[src/rtl/uart_modem_pkg.sv]
package uart_modem_pkg;

    localparam int DATA_W    = 8;
    localparam int NUM_LINES = 4;

    // index of each modem line inside the 4-bit level / change vectors
    localparam int LN_CTS = 0;
    localparam int LN_DSR = 1;
    localparam int LN_RI  = 2;
    localparam int LN_DCD = 3;

    typedef struct packed {
        logic loop;
        logic out2;
        logic out1;
        logic rts;
        logic dtr;
    } ctl_bits_t;

    typedef struct packed {
        logic [NUM_LINES-1:0] prev;
        logic [NUM_LINES-1:0] delta;
    } stat_state_t;

endpackage

[src/rtl/modem_input_sync.sv]
module modem_input_sync #(
    parameter int         WIDTH   = 4,
    parameter int         STAGES  = 2,
    parameter logic       RST_VAL = 1'b1
) (
    input  logic             clk,
    input  logic             rst,
    input  logic [WIDTH-1:0] din,
    output logic [WIDTH-1:0] dout
);

    logic [WIDTH-1:0] stage_d [STAGES];
    logic [WIDTH-1:0] stage_q [STAGES];

    always_comb begin
        stage_d[0] = din;
        for (int i = 1; i < STAGES; i++) begin
            stage_d[i] = stage_q[i-1];
        end
    end

    always_ff @(posedge clk) begin
        if (rst) begin
            for (int i = 0; i < STAGES; i++) begin
                stage_q[i] <= {WIDTH{RST_VAL}};
            end
        end else begin
            for (int i = 0; i < STAGES; i++) begin
                stage_q[i] <= stage_d[i];
            end
        end
    end

    assign dout = stage_q[STAGES-1];

endmodule

[src/rtl/modem_ctl_reg.sv]
module modem_ctl_reg
    import uart_modem_pkg::*;
(
    input  logic              clk,
    input  logic              rst,
    input  logic              wr_en,
    input  logic [DATA_W-1:0] wdata,
    output ctl_bits_t         ctl,
    output logic              dtr_n,
    output logic              rts_n,
    output logic              out1_n,
    output logic              out2_n
);

    ctl_bits_t ctl_d, ctl_q;

    always_comb begin
        ctl_d = ctl_q;
        if (wr_en) begin
            ctl_d = ctl_bits_t'(wdata[$bits(ctl_bits_t)-1:0]);
        end
    end

    always_ff @(posedge clk) begin
        if (rst) ctl_q <= '0;
        else     ctl_q <= ctl_d;
    end

    assign ctl    = ctl_q;
    // loopback parks every output at its inactive level
    assign dtr_n  = ~ctl_q.dtr  | ctl_q.loop;
    assign rts_n  = ~ctl_q.rts  | ctl_q.loop;
    assign out1_n = ~ctl_q.out1 | ctl_q.loop;
    assign out2_n = ~ctl_q.out2 | ctl_q.loop;

endmodule

[src/rtl/modem_status_reg.sv]
module modem_status_reg
    import uart_modem_pkg::*;
(
    input  logic                 clk,
    input  logic                 rst,
    input  logic [NUM_LINES-1:0] lvl_n,
    input  ctl_bits_t            ctl,
    input  logic                 rd_clr,
    input  logic                 msi_en,
    output logic [DATA_W-1:0]    msr,
    output logic [NUM_LINES-1:0] delta,
    output logic [NUM_LINES-1:0] chg,
    output logic                 irq
);

    stat_state_t          st_d, st_q;
    logic [NUM_LINES-1:0] cur;
    logic [NUM_LINES-1:0] loop_lvl;

    always_comb begin
        loop_lvl         = '0;
        loop_lvl[LN_CTS] = ctl.rts;
        loop_lvl[LN_DSR] = ctl.dtr;
        loop_lvl[LN_RI]  = ctl.out1;
        loop_lvl[LN_DCD] = ctl.out2;
        cur = ctl.loop ? loop_lvl : ~lvl_n;
    end

    for (genvar g = 0; g < NUM_LINES; g++) begin : g_edge
        if (g == LN_RI) begin : g_trail
            assign chg[g] = st_q.prev[g] & ~cur[g];
        end else begin : g_any
            assign chg[g] = st_q.prev[g] ^ cur[g];
        end
    end

    always_comb begin
        st_d       = st_q;
        st_d.prev  = cur;
        // set wins over the read-clear on the same edge
        st_d.delta = (rd_clr ? '0 : st_q.delta) | chg;
    end

    always_ff @(posedge clk) begin
        if (rst) st_q <= '0;
        else     st_q <= st_d;
    end

    assign delta = st_q.delta;
    assign msr   = {cur, st_q.delta};
    assign irq   = msi_en & (|st_q.delta);

endmodule

[src/rtl/uart_modem_ctl.sv]
module uart_modem_ctl
    import uart_modem_pkg::*;
#(
    parameter int SYNC_STAGES = 2
) (
    input  logic              clk,
    input  logic              rst,
    input  logic              cpu_wr,
    input  logic              cpu_rd,
    input  logic              reg_sel,
    input  logic [DATA_W-1:0] cpu_wdata,
    output logic [DATA_W-1:0] cpu_rdata,
    input  logic              msi_en,
    input  logic              cts_n,
    input  logic              dsr_n,
    input  logic              ri_n,
    input  logic              dcd_n,
    output logic              dtr_n,
    output logic              rts_n,
    output logic              out1_n,
    output logic              out2_n,
    output logic              irq
);

    localparam int CTL_W = $bits(ctl_bits_t);

    ctl_bits_t            ctl;
    logic [NUM_LINES-1:0] raw_n;
    logic [NUM_LINES-1:0] sync_n;
    logic [DATA_W-1:0]    msr;
    logic [NUM_LINES-1:0] delta_w;
    logic [NUM_LINES-1:0] chg_w;

    always_comb begin
        raw_n         = '1;
        raw_n[LN_CTS] = cts_n;
        raw_n[LN_DSR] = dsr_n;
        raw_n[LN_RI]  = ri_n;
        raw_n[LN_DCD] = dcd_n;
    end

    modem_input_sync #(
        .WIDTH  (NUM_LINES),
        .STAGES (SYNC_STAGES),
        .RST_VAL(1'b1)
    ) u_sync (
        .clk (clk),
        .rst (rst),
        .din (raw_n),
        .dout(sync_n)
    );

    modem_ctl_reg u_ctl (
        .clk   (clk),
        .rst   (rst),
        .wr_en (cpu_wr & ~reg_sel),
        .wdata (cpu_wdata),
        .ctl   (ctl),
        .dtr_n (dtr_n),
        .rts_n (rts_n),
        .out1_n(out1_n),
        .out2_n(out2_n)
    );

    modem_status_reg u_stat (
        .clk   (clk),
        .rst   (rst),
        .lvl_n (sync_n),
        .ctl   (ctl),
        .rd_clr(cpu_rd & reg_sel),
        .msi_en(msi_en),
        .msr   (msr),
        .delta (delta_w),
        .chg   (chg_w),
        .irq   (irq)
    );

    always_comb begin
        if (reg_sel) cpu_rdata = msr;
        else         cpu_rdata = {{(DATA_W-CTL_W){1'b0}}, ctl};
    end

endmodule

[config.mk]
export PLATFORM = sky130hd
export DESIGN_NAME = uart_modem_ctl
export DESIGN_NICKNAME = d
export VERILOG_FILES = /design/src/rtl/uart_modem_pkg.sv /design/src/rtl/modem_input_sync.sv /design/src/rtl/modem_ctl_reg.sv /design/src/rtl/modem_status_reg.sv /design/src/rtl/uart_modem_ctl.sv
export SDC_FILE = /design/constraint.sdc
export NUM_CORES = 1
export LEC_CHECK = 0
export BUFFER_PORTS_ARGS = -buffer_cell sky130_fd_sc_hd__clkbuf_2
export CAP_MARGIN = 5
export CORE_MARGIN = 2
export CORE_UTILIZATION = 45
export CTS_BUF_LIST = sky130_fd_sc_hd__clkbuf_4
export DETAILED_ROUTE_END_ITERATION = 7
export PLACE_DENSITY = 0.76
export SETUP_SLACK_MARGIN = 0.05
export SLEW_MARGIN = 20
export SYNTH_ARGS = -nofsm -noshare
export SYNTH_HDL_FRONTEND = slang
export SYNTH_SLANG_ARGS = --single-unit
export TNS_END_PERCENT = 10
[constraint.sdc]
create_clock -name clk -period 1.17 [get_ports clk]
set_clock_uncertainty 0.05 [all_clocks]
set_input_delay 0.1755 -clock clk [delete_from_list [all_inputs] [get_ports clk]]
set_output_delay 0.1755 -clock clk [all_outputs]
set_load 0.02 [all_outputs]
**Word-level counts from Yosys, hierarchy flattened**

Memories as Yosys holds them, arrays and structs flattened.
Cells that the tools add are included.

- Input port bits: 18
- Memories: 1
- RAM bits: 8
- Output and inout port bits: 13
- Word-level logic and storage cells: 38
- Register bits after elaboration: 13

- Reductions and logical operators: 1
- Muxes and demuxes: 8
- Bitwise gates (word level): 21

Memory list:

| memory | words | width | rd ports | clocked after Yosys merged registers in | write ports | line | RTL |
|---|---|---|---|---|---|---|---|
| u_sync.stage_q | 2 | 4 | 2 | 0 | 2 | modem_input_sync.sv:13 | `logic [WIDTH-1:0] stage_q [STAGES];` |

Operators by type and width:

| kind | number |
|---|---|
| $mux W4 | 4 |
| $mux W8 | 1 |
| $not A1 Y1 | 6 |
| $or A1 B1 Y1 | 6 |
| $and A1 B1 Y1 | 4 |
| $not A4 Y4 | 1 |
| $or A4 B4 Y4 | 1 |
| $reduce_or A4 Y1 | 1 |
| $mux W1 | 3 |
| $xor A1 B1 Y1 | 3 |

**Longest topological paths before layout**

- Depth in word-level cells: 5
- Gate-level depth with buffers: 5
- Gate-level depth less buffers: 3

**Cells and area by module**

A second synthesis with hierarchy kept.

- Cell total of the unflattened synthesis: 106
- Area, all modules: 1,048.5 µm²

By module, submodules not included:

| module | cells an instance | area an instance (µm²) | instances | seq. area each (µm²) |
|---|---|---|---|---|
| modem_status_reg | 59 | 508.0 | 1 | 160.2 |
| modem_input_sync | 16 | 210.2 | 1 | 160.2 |
| modem_ctl_reg | 20 | 205.2 | 1 | 100.1 |
| uart_modem_ctl | 11 | 125.1 | 1 | 0.0 |

**Worst setup path before layout**

Ideal clock, no wire load.

- Path kind: register to output
- Start point: register u_ctl.ctl_q (netlist bit u_ctl.ctl[4])
- End point: output cpu_rdata[6]
- Cell stages (with the launch flop): 4
- Setup slack: -237 ps
- Data required time: 945 ps
- Arrival: 1,182 ps
- Path buffers: 1
- Cell sequence: dfxtp_1 buf_6 and2b_1 nor3b_1

- Cells in the longest elaborated chain, start to end: 2

RTL lines:

| item | line | RTL |
|---|---|---|
| from (decl) | modem_ctl_reg.sv:15 | `ctl_bits_t ctl_d, ctl_q;` |
| from (signal assigned) | modem_ctl_reg.sv:26 | `else ctl_q <= ctl_d;` |
| $mux W4 | modem_status_reg.sv:26 | `cur = ctl.loop ? loop_lvl : ~lvl_n;` |
| $mux W8 | uart_modem_ctl.sv:79 | `if (reg_sel) cpu_rdata = msr;` |
| to (decl) | uart_modem_ctl.sv:12 | `output logic [DATA_W-1:0] cpu_rdata,` |

No other way between the ends.

**Final worst setup path**

- Start point: register u_ctl.ctl_q (netlist bit u_ctl.ctl[4])
- End point: output cpu_rdata[4]

- Cells in the longest elaborated chain, start to end: 2

RTL lines:

| item | line |
|---|---|
| $mux W4 | modem_status_reg.sv:26 |
| $mux W8 (*) | uart_modem_ctl.sv:79 |

Mark *: on every way between the ends. The rest lies on a longest branch, timed or not.

==> results.yml <==
route:
  drt_wl_total_um: 1790
  drt_pass1_iterations: 4
  drt-initial-drc-count: 6
  detail_route.drc_violations: 0
  routedWlPerCell_um: 11.3
  detail_route.vias_per_cell: 4.68
  via_count: 739
  antenna_violation_net_count_after_detailed_routing: 0
clock_tree:
  worstSkewPairLatency_ns: 0.30
  cts.root.buffer_cell: "sky130_fd_sc_hd__clkbuf_4"
  cts_buffers: 3
  clock_pin_slew_of_the_registers_on_the_worst_case_setup_and_hold_paths_ns: 0.12
  max-clock-path-buffers: 2
  clkSinkCount: 21
  cts_tree: "built"
  ctsHtreeMaxLevel: 1
synth:
  syn-instance-count: 90
  syn_avg_cell_area_um2: 9.84
  synthesis.yosys.warnings: 0
  synthesized_cell_area_um2: 886
  synth_sequential_area_ratio: 0.475
  synth_top_cell_area_share: 0.475
  yosysUniqueCellTypes: 24
  synth_nets: 108
  ys_top_cells_by_area: "sky130_fd_sc_hd__dfxtp_1 (47%), sky130_fd_sc_hd__mux2_2 (6.4%), sky130_fd_sc_hd__mux2i_1 (5.6%)"
  synthDominantAreaCellType: "sky130_fd_sc_hd__dfxtp_1"
  ys_seq_elements: 21
cells_and_area:
  final_nets: 150
  fill_cells: 162
  drive_gt1_frac: 0.504
  final_cell_mix: "sky130_fd_sc_hd__clkbuf_2 (19), sky130_fd_sc_hd__dfxtp_1 (17), sky130_fd_sc_hd__buf_4 (12)"
  antennaDiodeCount: 0
  syn_to_final_growth_pct: 38.0
  most_frequent_standard_cell_in_the_layout_excluding_fill_and_tap_cells: "sky130_fd_sc_hd__clkbuf_2"
  final_design_area_no_fill_um2: 1220
global_routing:
  overall_routing_resource_usage: 0.156
  vias_in_the_first_global_route: 706
  grt_start_max_net_pins: 14
  first_pass_grt_wire_length_um: 2910
  overflow: 0
  initial_antenna_violation_count: 0
worst_setup_path:
  worstSetupEndpointType: "output port"
  cp.required_ns: 0.94
  slowest_delay_ns: 0.36
  critPathLaunchType: "flip-flop"
  critical_path.max_fanout: 4
  critical_path.slowest_cell: "sky130_fd_sc_hd__dfxtp_2"
  crit_type: "reg -> out"
  critical_path.cell_chain: "or2b_1, and2_4, mux2_4, buf_6"
  arrival_ns: 1.43
timing:
  period_minus_slack_ns: 1.65
  final_setup_violation_count: 17
  worst-slew-pin-transition_ns: 0.259
  final_critical_path_setup_slack_ns: -0.481
  achievable-frequency_ghz: 0.606
  rsz0062_at_grt: "true"
  timing.max_slew.rel_slack: 0.827
  timing.final.crit_share: 1.41
  setup_total_negative_slack_ns: -3.70
  finalHoldViolCount: 0
  max_slew_violations: 0
placement:
  dpl-instance-area_um2: 1120
  dp_slack_ns: -0.184
  io_buffers: 27
  dp.final_hpwl_um: 1360
  place.gp.congestion: 0.776
power:
  vdd.ir_drop.worst_uv: 799
  pwr_density_cell_nw_per_um2: 1170
  leakagePower_nw: 0.555
run_status:
  failed_checks: "setup timing"
  status: "finished, violations left"
floorplanning:
  top_level_ports: 31
  rows: 16
  initial_utilization: 0.466
  die_width_um: 48.4
  coreArea_um2: 1900
  die_y_um: 48.4
  die_area_um2: 2340
min_path:
  hold_class: "in -> reg"
flow_run:
  max_cap_viol_count: 0
-- synthesized netlist by cell type --
| master | instances |
|---|---|
| sky130_fd_sc_hd__a31oi_1 | 1 |
| sky130_fd_sc_hd__nor2b_4 | 1 |
| sky130_fd_sc_hd__and2b_1 | 1 |
| sky130_fd_sc_hd__mux2i_1 | 5 |
| sky130_fd_sc_hd__o41a_1 | 1 |
| sky130_fd_sc_hd__a21oi_1 | 3 |
| sky130_fd_sc_hd__nand2b_1 | 8 |
| sky130_fd_sc_hd__or3_1 | 1 |
| sky130_fd_sc_hd__or2_2 | 8 |
| sky130_fd_sc_hd__nor3_1 | 2 |
| sky130_fd_sc_hd__mux2_2 | 5 |
| sky130_fd_sc_hd__nor2_1 | 7 |
| sky130_fd_sc_hd__nor2b_1 | 7 |
| sky130_fd_sc_hd__a221o_1 | 2 |
| sky130_fd_sc_hd__or2b_1 | 2 |
| sky130_fd_sc_hd__clkbuf_1 | 2 |
| sky130_fd_sc_hd__and3_1 | 1 |
| sky130_fd_sc_hd__dfxtp_1 | 21 |
| sky130_fd_sc_hd__buf_2 | 2 |
| sky130_fd_sc_hd__nor3b_1 | 2 |
| sky130_fd_sc_hd__nand2_1 | 3 |
| sky130_fd_sc_hd__and2_1 | 2 |
| sky130_fd_sc_hd__buf_6 | 1 |
| sky130_fd_sc_hd__o21ai_0 | 2 |
-- cell families after synthesis --
family | Yosys count | synth area share
multiplexers | 10 | 0.120
buffers and inverters | 5 | 0.0325
flip-flops | 21 | 0.475
AND/OR/NAND/NOR | 45 | 0.302
AO/OA/AOI/OAI | 9 | 0.0706
-- worst paths after layout --
check / start / endpoint / slack, ns / depth (start not counted)
worst max register to register: u_ctl.ctl[4] / u_stat.delta[0] / -0.22 / 5
worst min register to register: u_sync.stage_q[0][2] / u_sync.stage_q[0][6] / 0.37 / 1
worst min-delay path: ri_n / u_sync.stage_q[0][2] / 0.02 / 2
worst max-delay path: u_ctl.ctl[4] / cpu_rdata[4] / -0.48 / 4
-- routing by layer --
layer | share of wire | GRT usage
met3 | 0.051 | 0.0340
met1 | 0.45 | 0.183
met2 | 0.49 | 0.285
met5 | 0 | 0
met4 | 0.0056 | 0.0429
-- power breakdown --
part	leakage (nW)	internal, W	switching (W)
Clock	0.0184	0.000156	0.000205
Sequential	0.175	0.000758	0.0000234
Combinational	0.362	0.000156	0.000134
Total	0.555	0.00107	0.000363
-- what timing repair did --
action,CTS,global route
cloned,0,0
buffers inserted,1,1
hold endpoints to repair,2,1
pin swaps,3,0
hold buffers,2,1
resized for setup,5,14
endpoints found under the setup margin,18,20
-- final cells by class --
type / instances / area (µm²) / share of cell area
Clock buffer: 4 / 30.0 / 0.0246
Timing Repair Buffer: 42 / 270 / 0.221
Tap cell: 27 / 33.8 / 0.0276
Sequential cell: 21 / 425 / 0.348
Multi-Input combinational cell: 64 / 463 / 0.379
-- state kept, by name, summed over array words and instances (netlist names) --
register	count
u_sync.stage_q	8
u_ctl.ctl	5
u_stat.delta	4
u_stat.st_q	4
-- worst max-delay path, delay by kind of cell, from the launching register on --
kind	cells	cell delay (ns)
flip-flops	1	0.36
AND/OR/NAND/NOR	2	0.38
multiplexers	1	0.26
buffers and inverters	1	0.13
-- through the flow --
stage,std cells,power [W],utilization,hold WS [ns]
floorplan,90,0.000964,-,0.229
global placement,149,0.00105,0.588,0.307
detailed placement,149,0.00106,0.588,0.309
CTS,156,0.00143,0.624,0.00317
global route,158,0.00150,0.643,0.00662
finish,158,0.00143,0.643,0.0184
No activity file was read; power rests on OpenSTA's default activity.
